`config.mk`:
```
export PLATFORM = sky130hd
export DESIGN_NAME = tok_burst_seq
export DESIGN_NICKNAME = d
export VERILOG_FILES = /design/src/rtl/tbs_pkg.sv /design/src/rtl/tbs_addr_gen.sv /design/src/rtl/tbs_flit_fifo.sv /design/src/rtl/tbs_emit_ctl.sv /design/src/rtl/tok_burst_seq.sv
export SDC_FILE = /design/constraint.sdc
export NUM_CORES = 1
export LEC_CHECK = 0
export BUFFER_PORTS_ARGS = -buffer_cell sky130_fd_sc_hd__buf_2
export CAP_MARGIN = 20
export CORE_AREA = 8 8 94 96
export CTS_BUF_LIST = sky130_fd_sc_hd__clkbuf_8
export CTS_CLUSTER_DIAMETER = 150
export CTS_CLUSTER_SIZE = 28
export DETAILED_ROUTE_END_ITERATION = 7
export DIE_AREA = 0 0 102 104
export PLACE_DENSITY = 0.93
export REMOVE_ABC_BUFFERS = 1
export SYNTH_ARGS = -nofsm -noshare
export SYNTH_HDL_FRONTEND = slang
export SYNTH_SLANG_ARGS = --single-unit
```
`constraint.sdc`:
```
create_clock -name clk -period 3.5 [get_ports clk]
set_input_delay 0.175 -clock clk [delete_from_list [all_inputs] [get_ports clk]]
set_output_delay 0.175 -clock clk [all_outputs]
set_load 0.05 [all_outputs]
```
`src/rtl/tbs_pkg.sv`:
```
package tbs_pkg;
  localparam int FLIT_W = 16;

  typedef struct packed {
    logic              first;
    logic [FLIT_W-1:0] data;
  } flit_t;

  localparam int FLIT_T_W = FLIT_W + 1;
endpackage

```
`src/rtl/tbs_addr_gen.sv`:
```
module tbs_addr_gen #(
  parameter int ADDR_W = 8,
  parameter int NF_W   = 9
) (
  input  logic              clk,
  input  logic              rst_n,
  input  logic              start,
  input  logic [ADDR_W-1:0] base,
  input  logic [NF_W-1:0]   nflits,
  input  logic              space,
  output logic              rd_en,
  output logic [ADDR_W-1:0] rd_addr,
  output logic              rd_first
);
  logic [ADDR_W-1:0] addr_q;
  logic [NF_W-1:0]   left_q;
  logic              first_q;

  assign rd_en    = (left_q != '0) && space;
  assign rd_addr  = addr_q;
  assign rd_first = first_q;

  always_ff @(posedge clk or negedge rst_n) begin
    if (!rst_n) begin
      addr_q  <= '0;
      left_q  <= '0;
      first_q <= 1'b1;
    end else if (start) begin
      addr_q  <= base;
      left_q  <= nflits;
      first_q <= 1'b1;
    end else if (rd_en) begin
      addr_q  <= addr_q + 1'b1;
      left_q  <= left_q - 1'b1;
      first_q <= ~first_q;
    end
  end
endmodule

```
`src/rtl/tbs_flit_fifo.sv`:
```
module tbs_flit_fifo #(
  parameter int W     = 17,
  parameter int DEPTH = 4
) (
  input  logic         clk,
  input  logic         rst_n,
  input  logic         push,
  input  logic [W-1:0] din,
  input  logic         pop,
  output logic [W-1:0] dout,
  output logic         empty,
  output logic [$clog2(DEPTH+1)-1:0] count
);
  localparam int PW = (DEPTH > 1) ? $clog2(DEPTH) : 1;
  localparam int CW = $clog2(DEPTH+1);
  localparam logic [PW-1:0] LAST = PW'(DEPTH - 1);

  logic [W-1:0]  slot_q [DEPTH];
  logic [PW-1:0] wr_q, rd_q;
  logic [CW-1:0] cnt_q;
  logic          do_push, do_pop;

  function automatic logic [PW-1:0] bump(input logic [PW-1:0] p);
    return (p == LAST) ? '0 : p + 1'b1;
  endfunction

  assign empty   = (cnt_q == '0);
  assign do_pop  = pop && !empty;
  assign do_push = push && (cnt_q != CW'(DEPTH));
  assign dout    = slot_q[rd_q];
  assign count   = cnt_q;

  always_ff @(posedge clk) begin
    if (do_push) slot_q[wr_q] <= din;
  end

  always_ff @(posedge clk or negedge rst_n) begin
    if (!rst_n) begin
      wr_q  <= '0;
      rd_q  <= '0;
      cnt_q <= '0;
    end else begin
      if (do_push) wr_q <= bump(wr_q);
      if (do_pop)  rd_q <= bump(rd_q);
      case ({do_push, do_pop})
        2'b10:   cnt_q <= cnt_q + 1'b1;
        2'b01:   cnt_q <= cnt_q - 1'b1;
        default: cnt_q <= cnt_q;
      endcase
    end
  end
endmodule

```
`src/rtl/tbs_emit_ctl.sv`:
```
module tbs_emit_ctl #(
  parameter int NF_W = 9
) (
  input  logic            clk,
  input  logic            rst_n,
  input  logic            start,
  input  logic [NF_W-1:0] nflits,
  input  logic            accept,
  output logic            busy,
  output logic            done
);
  logic [NF_W-1:0] left_q;
  logic            busy_q, done_q;

  assign busy = busy_q;
  assign done = done_q;

  always_ff @(posedge clk or negedge rst_n) begin
    if (!rst_n) begin
      left_q <= '0;
      busy_q <= 1'b0;
      done_q <= 1'b0;
    end else begin
      done_q <= 1'b0;
      if (start) begin
        left_q <= nflits;
        busy_q <= (nflits != '0);
        done_q <= (nflits == '0);
      end else if (accept && busy_q) begin
        left_q <= left_q - 1'b1;
        if (left_q == NF_W'(1)) begin
          busy_q <= 1'b0;
          done_q <= 1'b1;
        end
      end
    end
  end
endmodule

```
`src/rtl/tok_burst_seq.sv`:
```
module tok_burst_seq #(
  parameter int ADDR_W     = 8,
  parameter int CNT_W      = 8,
  parameter int FIFO_DEPTH = 4
) (
  input  logic              clk,
  input  logic              rst_n,
  input  logic              trig_valid,
  output logic              trig_ready,
  input  logic [ADDR_W-1:0] trig_base,
  input  logic [CNT_W-1:0]  trig_count,
  output logic              mem_rd_en,
  output logic [ADDR_W-1:0] mem_rd_addr,
  input  logic [15:0]       mem_rd_data,
  output logic              tok_valid,
  input  logic              tok_ready,
  output logic [15:0]       tok_flit,
  output logic              tok_first,
  output logic              seq_done
);
  import tbs_pkg::*;

  localparam int NF_W = CNT_W + 1;
  localparam int QC_W = $clog2(FIFO_DEPTH + 1);

  logic            start, busy, space, rd_first, accept, q_empty;
  logic [NF_W-1:0] nflits;
  logic            rvld_q, rfirst_q;
  logic [QC_W-1:0] q_cnt;
  flit_t           q_in, q_out;
  logic [QC_W:0]   committed;

  assign trig_ready = !busy;
  assign start      = trig_valid && trig_ready;
  assign nflits     = {trig_count, 1'b0};

  assign committed  = {1'b0, q_cnt} + (QC_W+1)'(rvld_q);
  assign space      = committed < (QC_W+1)'(FIFO_DEPTH);

  tbs_addr_gen #(.ADDR_W(ADDR_W), .NF_W(NF_W)) u_addr (
    .clk(clk), .rst_n(rst_n), .start(start), .base(trig_base),
    .nflits(nflits), .space(space), .rd_en(mem_rd_en),
    .rd_addr(mem_rd_addr), .rd_first(rd_first)
  );

  always_ff @(posedge clk or negedge rst_n) begin
    if (!rst_n) begin
      rvld_q   <= 1'b0;
      rfirst_q <= 1'b0;
    end else begin
      rvld_q <= mem_rd_en;
      if (mem_rd_en) rfirst_q <= rd_first;
    end
  end

  assign q_in.first = rfirst_q;
  assign q_in.data  = mem_rd_data;

  tbs_flit_fifo #(.W(FLIT_T_W), .DEPTH(FIFO_DEPTH)) u_queue (
    .clk(clk), .rst_n(rst_n), .push(rvld_q), .din(q_in),
    .pop(accept), .dout(q_out), .empty(q_empty), .count(q_cnt)
  );

  assign tok_valid = !q_empty;
  assign tok_flit  = q_out.data;
  assign tok_first = q_out.first;
  assign accept    = tok_valid && tok_ready;

  tbs_emit_ctl #(.NF_W(NF_W)) u_ctl (
    .clk(clk), .rst_n(rst_n), .start(start), .nflits(nflits),
    .accept(accept), .busy(busy), .done(seq_done)
  );
endmodule

```
[Yosys cells after proc, flatten, opt, wreduce, memory -nomap -nowiden]
Memory sizes are Yosys's and may differ from the RTL's.
Index checks and enable logic that the tools add are counted.
Storage, ports and cells
  input port bits: 36
  bits in writable memories: 68
  output and inout port bits: 29
  memories kept: 1
  register bits after elaboration: 38
Memory list
  u_queue.slot_q: words 4, width 17, read ports 1, clocked after memory_dff 0, write ports 1, RTL line tbs_flit_fifo.sv:18  | logic [W-1:0] slot_q [DEPTH];
Cells by class
  add/subtract/negate cells: 8
  bitwise gates (word level): 1
  order comparisons: 1
  equal/unequal tests: 6
  mux-type cells: 19
  reduce and logical (&&, ||, !) cells: 17
Operator list (count)
  $mux W9: 4
  $reduce_bool A9 Y1: 2
  $sub A9 B1 Y9 const B: 2
  $mux W8: 2
  $mux W1: 10
  $eq A9 B1 Y1 const B: 1
  $logic_not A9 Y1: 1
  $add A8 B1 Y8 const B: 1
  $reduce_bool A2 Y1: 4
  $eq A2 B2 Y1 const B: 3
  $logic_and A1 B1 Y1: 6
  $pmux W3 S2: 1
  $add A2 B1 Y2 const B: 2
  $add A3 B1 Y4: 1
  $lt A4 B3 Y1 const B: 1
  $mux W2: 2
  $add A3 B1 Y3 const B: 1
  $logic_not A3 Y1: 1
  $ne A3 B3 Y1 const B: 1
  $sub A3 B1 Y3 const B: 1
  $eq A2 B1 Y1 const B: 1
  $logic_not A1 Y1: 2
  $reduce_and A2 Y1: 1
  $not A1 Y1: 1

[Logic depth before layout (Yosys ltp)]
Gate-level depths: netlist of the first run.
  word-level depth: 6
  depth in mapped cells: 10
  depth with buffers taken out: 9

[By module]
From an unflattened synthesis of the first run, not the netlist that was laid out.
Second synthesis, totals
  cell total of the unflattened synthesis: 319
  area total of the unflattened synthesis: 4740.8 um^2
By module, submodules not included
  tbs_flit_fifo: area an instance 2942.8 um^2, times used 1, seq. area each 2217.1 um^2, cells each 130
  tbs_addr_gen: area an instance 1073.5 um^2, times used 1, seq. area each 451.7 um^2, cells each 114
  tbs_emit_ctl: area an instance 629.4 um^2, times used 1, seq. area each 275.3 um^2, cells each 66
  tok_burst_seq: area an instance 95.1 um^2, times used 1, seq. area each 50.0 um^2, cells each 9

[Worst setup path after synthesis of the first run]
No wires, ideal clock.
  path kind: register to register
  from: reg u_addr.left_q[0]
  to: reg u_addr.addr_q[0] (netlist: u_addr.rd_addr[0])
  path slack: 1.392 ns
  buffers on the path: 1
  stages on the path, launching flop included: 9
  setup time: 0.083 ns
  data arrival time: 2.026 ns
  path through: dfrtp_1 inv_1 ha_1 or3b_2 o31ai_2 buf_4 inv_2 xnor2_1 o21ai_0
Between the ends
  longest elaborated chain between the ends: 3
RTL lines
  from (decl): RTL line tbs_addr_gen.sv:16  | logic [NF_W-1:0] left_q;
  from (signal assigned): RTL line tbs_addr_gen.sv:30  | left_q <= nflits;
  from (signal assigned): RTL line tbs_addr_gen.sv:34  | left_q <= left_q - 1'b1;
  $reduce_bool A9 Y1: RTL line tbs_addr_gen.sv:19  | assign rd_en = (left_q != '0) && space;
  $logic_and A1 B1 Y1: RTL line tbs_addr_gen.sv:19
  named net mem_rd_en: RTL line tok_burst_seq.sv:12  | output logic mem_rd_en,
  $reduce_bool A2 Y1 (no line)
  to (signal assigned): RTL line tbs_addr_gen.sv:29  | addr_q <= base;
  to (signal assigned): RTL line tbs_addr_gen.sv:33  | addr_q <= addr_q + 1'b1;
  to (decl): RTL line tbs_addr_gen.sv:15  | logic [ADDR_W-1:0] addr_q;
The timed path passes the listed nets, and every way through them passes these cells.
A chain may end at the register's enable or synchronous reset.

[Worst setup path in the final report of the first run]
  from: reg u_addr.left_q[1]
  to: out mem_rd_en
Between the ends
  longest elaborated chain between the ends: 2
RTL lines (RTL line)
  $reduce_bool A9 Y1: tbs_addr_gen.sv:19
  $logic_and A1 B1 Y1: tbs_addr_gen.sv:19
  to (decl): tok_burst_seq.sv:12
No other way between the ends.

==> results.md, run 1 <==
- Status: completed
- Synth area leaders: edfxtp_1 44%, dfrtp_1 20%, mux4_2 8.3%
- Grt ovf: 0
- First-pass GRT wire length: 14600 µm
- Final GP Congestion: 0.857
- Post-cts resize count: 0
- RSZ-0062 raised after global routing: no
- Post-Synthesis Cells: 316
- Initial Util: 61.6%
- Core Area: 0.00745 mm²
- Largest net degree at the start of global routing: 39
- DIE HEIGHT: 104 µm
- Pwr Density: 983 mW/mm²
- CTS tree: done
- Max Fclk: 337 MHz
- Worst setup SP type: register
- Clock Pin Slew Worst Setup and Hold Paths: 0.10 ns
- Initial antenna violation count: 0
- CP max-delay cell: o31ai_2
- Hold Vio Cnt, Final: 0
- Fin crit share: 84.8%
- Worst skew pair latency: 0.36 ns
- Min Hold Slack: 0.0226 ns
- DR WL/cell: 18.6 µm
- Final Net Count: 430
- Worst Tran Pin Value: 1.03 ns
- Area share of the largest cell type after synthesis: 44.5%
- Ant. Diodes: 0
- Post-synth ARST share: 35.8%
- DR vias/cell: 5.92
- Crit Path Max Fanout: 13
- Die ar.: 0.0106 mm²
- Mapped Area: 0.00459 mm²
- Post-CTS setup buffer count: 0
- CTS Hold Bufs: 1
- Clock buffer depth: 2
- Routed vias: 2899
- Share of post-route cells with drive strength above 1: 28.1%
- Seq/Total Area, Yosys: 65.2%
- Maximum vdd ir drop: 0.689 mV
- Vias in the first global route: 3027
- Row count: 32
- Avg Cell Area, Syn: 14.5 µm²
- Lkg Pwr: 1.98 nW
- Post-DP HPWL: 6440 µm
- Count of different cell masters after synthesis: 48
- Max Slew Vio Count: 0
- Die Width: 102 µm
- CP required: 3.32 ns
- Critical path, cell by cell: inv_1 -> ha_1 -> or3b_2 -> o31ai_2 -> inv_2 -> buf_2
- CTS sink cnt: 106
- Normalized max-slew margin: 31.3%
- Root Driver: clkbuf_8
- Top-count cell post-synth: edfxtp_1
- Initial DRC Count: 121
- Final setup viols: 0
- I/O pin total: 65
- Post-route clock skew: 0.00899 ns
- TritonCTS buffer count: 9
- H-tree Lvls: 3
- #FFs+latches synth: 106
- Slowest cell delay on critical path: 0.68 ns
- DRC errors left: 0
- Minimum clock period: 2.97 ns
- Setup crit end kind: primary output
- CP Data Arrival Time: 2.79 ns
- Commonest cells post-synth: 68 x edfxtp_1, 37 x dfrtp_1, 26 x nand2_1
- Hold WC Path Type: in2reg
- Max_cap viols: 0
- Synth area leader: edfxtp_1
- Total GRT Usage: 17.9%
- Main synth FF type: edfxtp_1
- Drt pass-1 iters: 4
- Setup TNS: 0 ns
- Synth Warn #: 0
- Final wirelength: 9120 µm
- Syn-to-layout area delta: 14.2%
- DRT antenna net count: 0
- Number of port buffers: 64
- WS Path Type: reg2out
- Post-synth EDFFs: 68
-- final timing paths --
kind,from,end,slack [ns],cells after the start
hold reg to reg,u_addr.rd_first,rfirst_q,0.50,2
min in group asynchronous,rst_n,u_addr.left_q[8],0.45,2
max in group asynchronous,rst_n,u_queue.count[1],2.51,2
setup / recovery,u_addr.left_q[1],mem_rd_en,0.53,6
hold / removal,mem_rd_data[2],u_queue.slot_q[1][2],0.02,1
setup reg to reg,u_addr.left_q[1],u_addr.rd_addr[0],0.91,7
-- kinds of logic after synthesis --
group | share of synthesized area (%)
muxes | 8.59
DFF | 65.2
and+or+nand+nor | 9.59
AOI/OAI and AO/OA | 8.69
adders and majority gates | 3.16
xor gates and xnor gates | 2.48
buffers and inverters | 2.26
-- area by class of cell --
class | count | area (µm²)
fill | 513 | 2210
tap | 102 | 128
timing repair buffer | 68 | 373
clock inverter | 7 | 77.6
sequential | 106 | 2990
clock buffer | 9 | 124
multi-input combinational | 184 | 1490
inverter | 14 | 52.6
-- stage by stage --
step                utilization, %  cells  cell area [µm²]  total power [mW]  worst slack [ns]
floorplan                        -    304             4540              3.80              1.10
global placement              67.2    472             5000              4.26              1.02
detailed placement            67.2    472             5000              4.40             0.941
CTS                           70.0    489             5210              5.15             0.514
global route                  70.4    490             5240              5.44             0.332
finish                        70.4    490             5240              5.15             0.530
-- critical path: cells and delay by family (launching register included) --
kind,cells,cell delay [ns]
and+or+nand+nor,1,0.53
buffers and inverters,3,0.57
DFF,1,0.42
adders and majority gates,1,0.23
AOI/OAI and AO/OA,1,0.68
-- placed cells by master, fill, tap and decap left out, types with 2 or more instances in the layout --
cell type	n
o31ai_1	3
clkbuf_8	9
a211oi_1	3
nand3b_1	2
dfrtp_1	37
inv_1	14
inv_8	2
or3_1	3
o211ai_1	6
or4_1	5
a21o_1	2
xor2_1	7
buf_2	64
nor4_1	4
nor2_1	16
nand2_1	26
or3_4	2
ha_1	10
nand3_1	7
and3_1	2
nor3_1	5
o311ai_0	8
a311oi_1	2
o21ai_0	12
a21oi_1	9
mux4_2	17
buf_4	2
nor2b_1	2
xnor2_1	6
and2_1	4
nand2b_1	2
edfxtp_1	68
a31oi_1	6
-- state kept, by name (all words and copies together), names as in the netlist --
name and cells:
u_queue.rd_q 2, u_ctl.done 1, rvld_q 1, u_addr.rd_first 1
rfirst_q 1, u_queue.count 3, u_addr.left_q 9, u_queue.wr_q 2
u_ctl.busy 1, u_queue.slot_q 68, u_addr.rd_addr 8, u_ctl.left_q 9
-- power breakdown --
part           internal, mW  switching, mW  leakage, nW
clock network         0.340          0.415        0.106
registers              1.77          0.373         1.07
logic                 0.774           1.48        0.808
total                  2.89           2.27         1.98
-- routing by layer --
metal  vias to the layer above  GRT usage (%)  part of all wire (%)
li1                       1354              -                     -
met1                      1440           21.1                    40
met2                        91           31.0                    53
met3                        14           3.01                   5.8
met4                         0           7.35                   1.4
met5                         -              0                     0
Power figures use the tool's default switching activity.
==> inputs of run 2 (changes only) <==
--- a/config.mk
+++ b/config.mk
@@ -5,15 +5,16 @@
 export SDC_FILE = /design/constraint.sdc
 export NUM_CORES = 1
 export LEC_CHECK = 0
+export ABC_AREA = 1
 export BUFFER_PORTS_ARGS = -buffer_cell sky130_fd_sc_hd__buf_2
 export CAP_MARGIN = 20
-export CORE_AREA = 8 8 94 96
+export CORE_AREA = 8 8 104 106
 export CTS_BUF_LIST = sky130_fd_sc_hd__clkbuf_8
 export CTS_CLUSTER_DIAMETER = 150
 export CTS_CLUSTER_SIZE = 28
 export DETAILED_ROUTE_END_ITERATION = 7
-export DIE_AREA = 0 0 102 104
-export PLACE_DENSITY = 0.93
+export DIE_AREA = 0 0 112 114
+export PLACE_DENSITY = 0.85
 export REMOVE_ABC_BUFFERS = 1
 export SYNTH_ARGS = -nofsm -noshare
 export SYNTH_HDL_FRONTEND = slang
==> constraint.sdc (replaced) <==
create_clock -name clk -period 2.5 [get_ports clk]
set_input_delay 0.125 -clock clk [delete_from_list [all_inputs] [get_ports clk]]
set_output_delay 0.125 -clock clk [all_outputs]
set_load 0.05 [all_outputs]
==> results.md, run 2 <==
- Status: completed
- Placed cells: 647
- Lkg Pwr: 2.44 nW
- Largest regs: u_queue.slot_q x68, u_addr.left_q x9, u_ctl.left_q x9
- Initial DRC Count: 213
- Avg Cell Area, Syn: 10.1 µm²
- Main synth FF type: edfxtp_1
- Die ar.: 0.0128 mm²
- Post-CTS setup buffer count: 0
- Area share of the largest cell type after synthesis: 42.1%
- Grt ovf: 0
- Number of port buffers: 64
- Routed vias: 3700
- Max Fclk: 461 MHz
- Final Net Count: 611
- Post-synth EDFFs: 68
- Total GRT Usage: 17.1%
- Drt pass-1 iters: 4
- Slowest cell delay on critical path: 0.48 ns
- Final GP Congestion: 0.848
- Row count: 35
- H-tree Lvls: 3
- DR WL/cell: 15.5 µm
- Setup crit end kind: register
- DR vias/cell: 5.44
- Maximum vdd ir drop: 0.936 mV
- Final setup viols: 0
- Final wirelength: 10500 µm
- Crit Path Max Fanout: 6
- Commonest cells post-synth: 105 x nand2_1, 68 x edfxtp_1, 67 x nor2_1
- Max reg flops: 68
- Core Area: 0.00911 mm²
- DRT antenna net count: 0
- Syn-to-layout area delta: 16.0%
- CTS sink cnt: 106
- #FFs+latches synth: 106
- Top-count cell post-synth: nand2_1
- Post-cts resize count: 0
- Ant. Diodes: 0
- Setup TNS: 0 ns
- WS Path Type: reg2reg
- Hold path cells: 3
- Synth Warn #: 0
- Synth area leader: edfxtp_1
- Clock buffer depth: 2
- DIE HEIGHT: 114 µm
- DRC errors left: 0
- Fin crit share: 86.8%
- Vias in the first global route: 3775
- Final Non-Filler Cells: 680
- Biggest register: u_queue.slot_q
- Count of different cell masters after synthesis: 30
- Worst skew pair latency: 0.38 ns
- Post-synth ARST share: 35.8%
- TritonCTS buffer count: 9
- Normalized max-slew margin: 43.8%
- Hold Vio Cnt, Final: 0
- Initial Util: 53.3%
- CP Data Arrival Time: 2.42 ns
- Pwr Density: 1370 mW/mm²
- CP top delay family: compound AO/OA/AOI/OAI gates
- Max Slew Vio Count: 0
- R2R depth: 7
- Clock Pin Slew Worst Setup and Hold Paths: 0.10 ns
- Post-route clock skew: 0.0174 ns
- CTS tree: done
- Synth area leaders: edfxtp_1 42%, dfrtp_1 19%, nand2_1 8.1%
- First-pass GRT wire length: 17700 µm
- Minimum clock period: 2.17 ns
- Post-Synthesis Cells: 482
- Max_cap viols: 0
- Seq/Total Area, Yosys: 61.7%
- Mapped Area: 0.00486 mm²
- CTS Hold Bufs: 17
- Most frequent cells in the layout: 105 x nand2_1, 68 x edfxtp_1, 67 x nor2_1
- Share of post-route cells with drive strength above 1: 20.0%
- RSZ-0062 raised after global routing: no
- I/O pin total: 65
- Initial antenna violation count: 0
- CP bufs+invs: 1
- Worst setup SP type: register
- Critical path, cell by cell: o31ai_2 -> ha_1 -> inv_1 -> fa_1 -> a21oi_1 -> o21ai_0 -> xor2_1
- Hold WC Path Type: in2reg
- Largest net degree at the start of global routing: 39
- Crit path depth: 7
- Die Width: 112 µm
- Root Driver: clkbuf_8
- CP required: 2.75 ns
- Commonest non-fill, non-tap cell in the layout: nand2_1
- CP max-delay cell: o31ai_2
- Worst Tran Pin Value: 0.843 ns
- Post-DP HPWL: 7020 µm
==> run 2: changes by cell type after synthesis, moves of 16 or more <==
| cell | before | now |
|---|---|---|
| inv_1 | 13 | 29 |
| mux4_2 | 17 | 0 |
| nand2_1 | 26 | 105 |
| nand3_1 | 7 | 26 |
| nor2_1 | 16 | 67 |
| o21ai_0 | 12 | 41 |
| o22ai_1 | 0 | 17 |
==> run 2: report_power, final <==
group | switching, mW | leakage [nW] | internal (mW)
registers | 0.325 | 1.09 | 2.47
logic | 2.85 | 1.25 | 1.07
clock network | 0.622 | 0.0956 | 0.387
==> run 2: logic make-up (layout without fill, tap and decap cells) <==
family | after synthesis | in the layout | synth area share [%]
AND/OR/NAND/NOR | 213 | 213 | 18.4
adder cells (fa/ha/maj) | 11 | 11 | 2.99
buffers and inverters | 57 | 144 | 4.95
AO/OA/AOI/OAI | 83 | 83 | 9.87
flip-flops | 106 | 106 | 61.7
XOR/XNOR | 12 | 12 | 2.16
==> run 2: worst register-to-register path, delay by kind of cell (launching register included) <==
family                   cells  cell delay [ns]
flip-flops                   1             0.45
XOR/XNOR                     1             0.16
adder cells (fa/ha/maj)      2             0.63
buffers and inverters        1             0.07
AO/OA/AOI/OAI                3             0.75
==> run 2: stage by stage <==
stage / cell area, µm² / setup slack (ns) / total power, mW / hold slack (ns) / util (%)
after CTS: 5630 / 0.337 / 7.76 / 0.0173 / 61.8
after global placement: 5270 / 0.486 / 6.55 / 0.276 / 57.9
after floorplan: 4770 / 0.325 / 5.71 / -0.171 / -
after detailed placement: 5270 / 0.340 / 6.73 / 0.284 / 57.9
after global routing: 5630 / 0.231 / 8.28 / 0.0240 / 61.8
final: 5630 / 0.329 / 7.72 / 0.0304 / 61.8
==> run 2: final timing paths <==
check / startpoint / endpoint / slack (ns)
setup / recovery: u_queue.count[0] / u_queue.count[2] / 0.33
hold / removal: trig_count[4] / u_ctl.left_q[5] / 0.03
setup reg to reg: u_queue.count[0] / u_queue.count[2] / 0.33
hold reg to reg: u_addr.rd_first / u_addr.rd_first / 0.48
max in group asynchronous: rst_n / u_queue.count[0] / 1.58
min in group asynchronous: rst_n / u_addr.rd_addr[0] / 0.39
==> run 2: final cells by class <==
type | instances | area [µm²]
Sequential cell | 106 | 2990
Fill cell | 725 | 3480
Clock buffer | 9 | 124
Multi-Input combinational cell | 319 | 1620
Tap cell | 111 | 139
Clock inverter | 7 | 63.8
Timing Repair Buffer | 87 | 536
Inverter | 41 | 154
==> run 2: layer usage <==
layer / track usage (%) / share of wire, % / wire length, µm / up-vias
met5: 0 / 0 / 0 / -
met4: 3.87 / 0.88 / 93 / 0
met3: 4.49 / 5.6 / 584 / 13
met2: 31.1 / 52 / 5430 / 110
met1: 19.9 / 42 / 4410 / 1787
li1: - / - / - / 1790
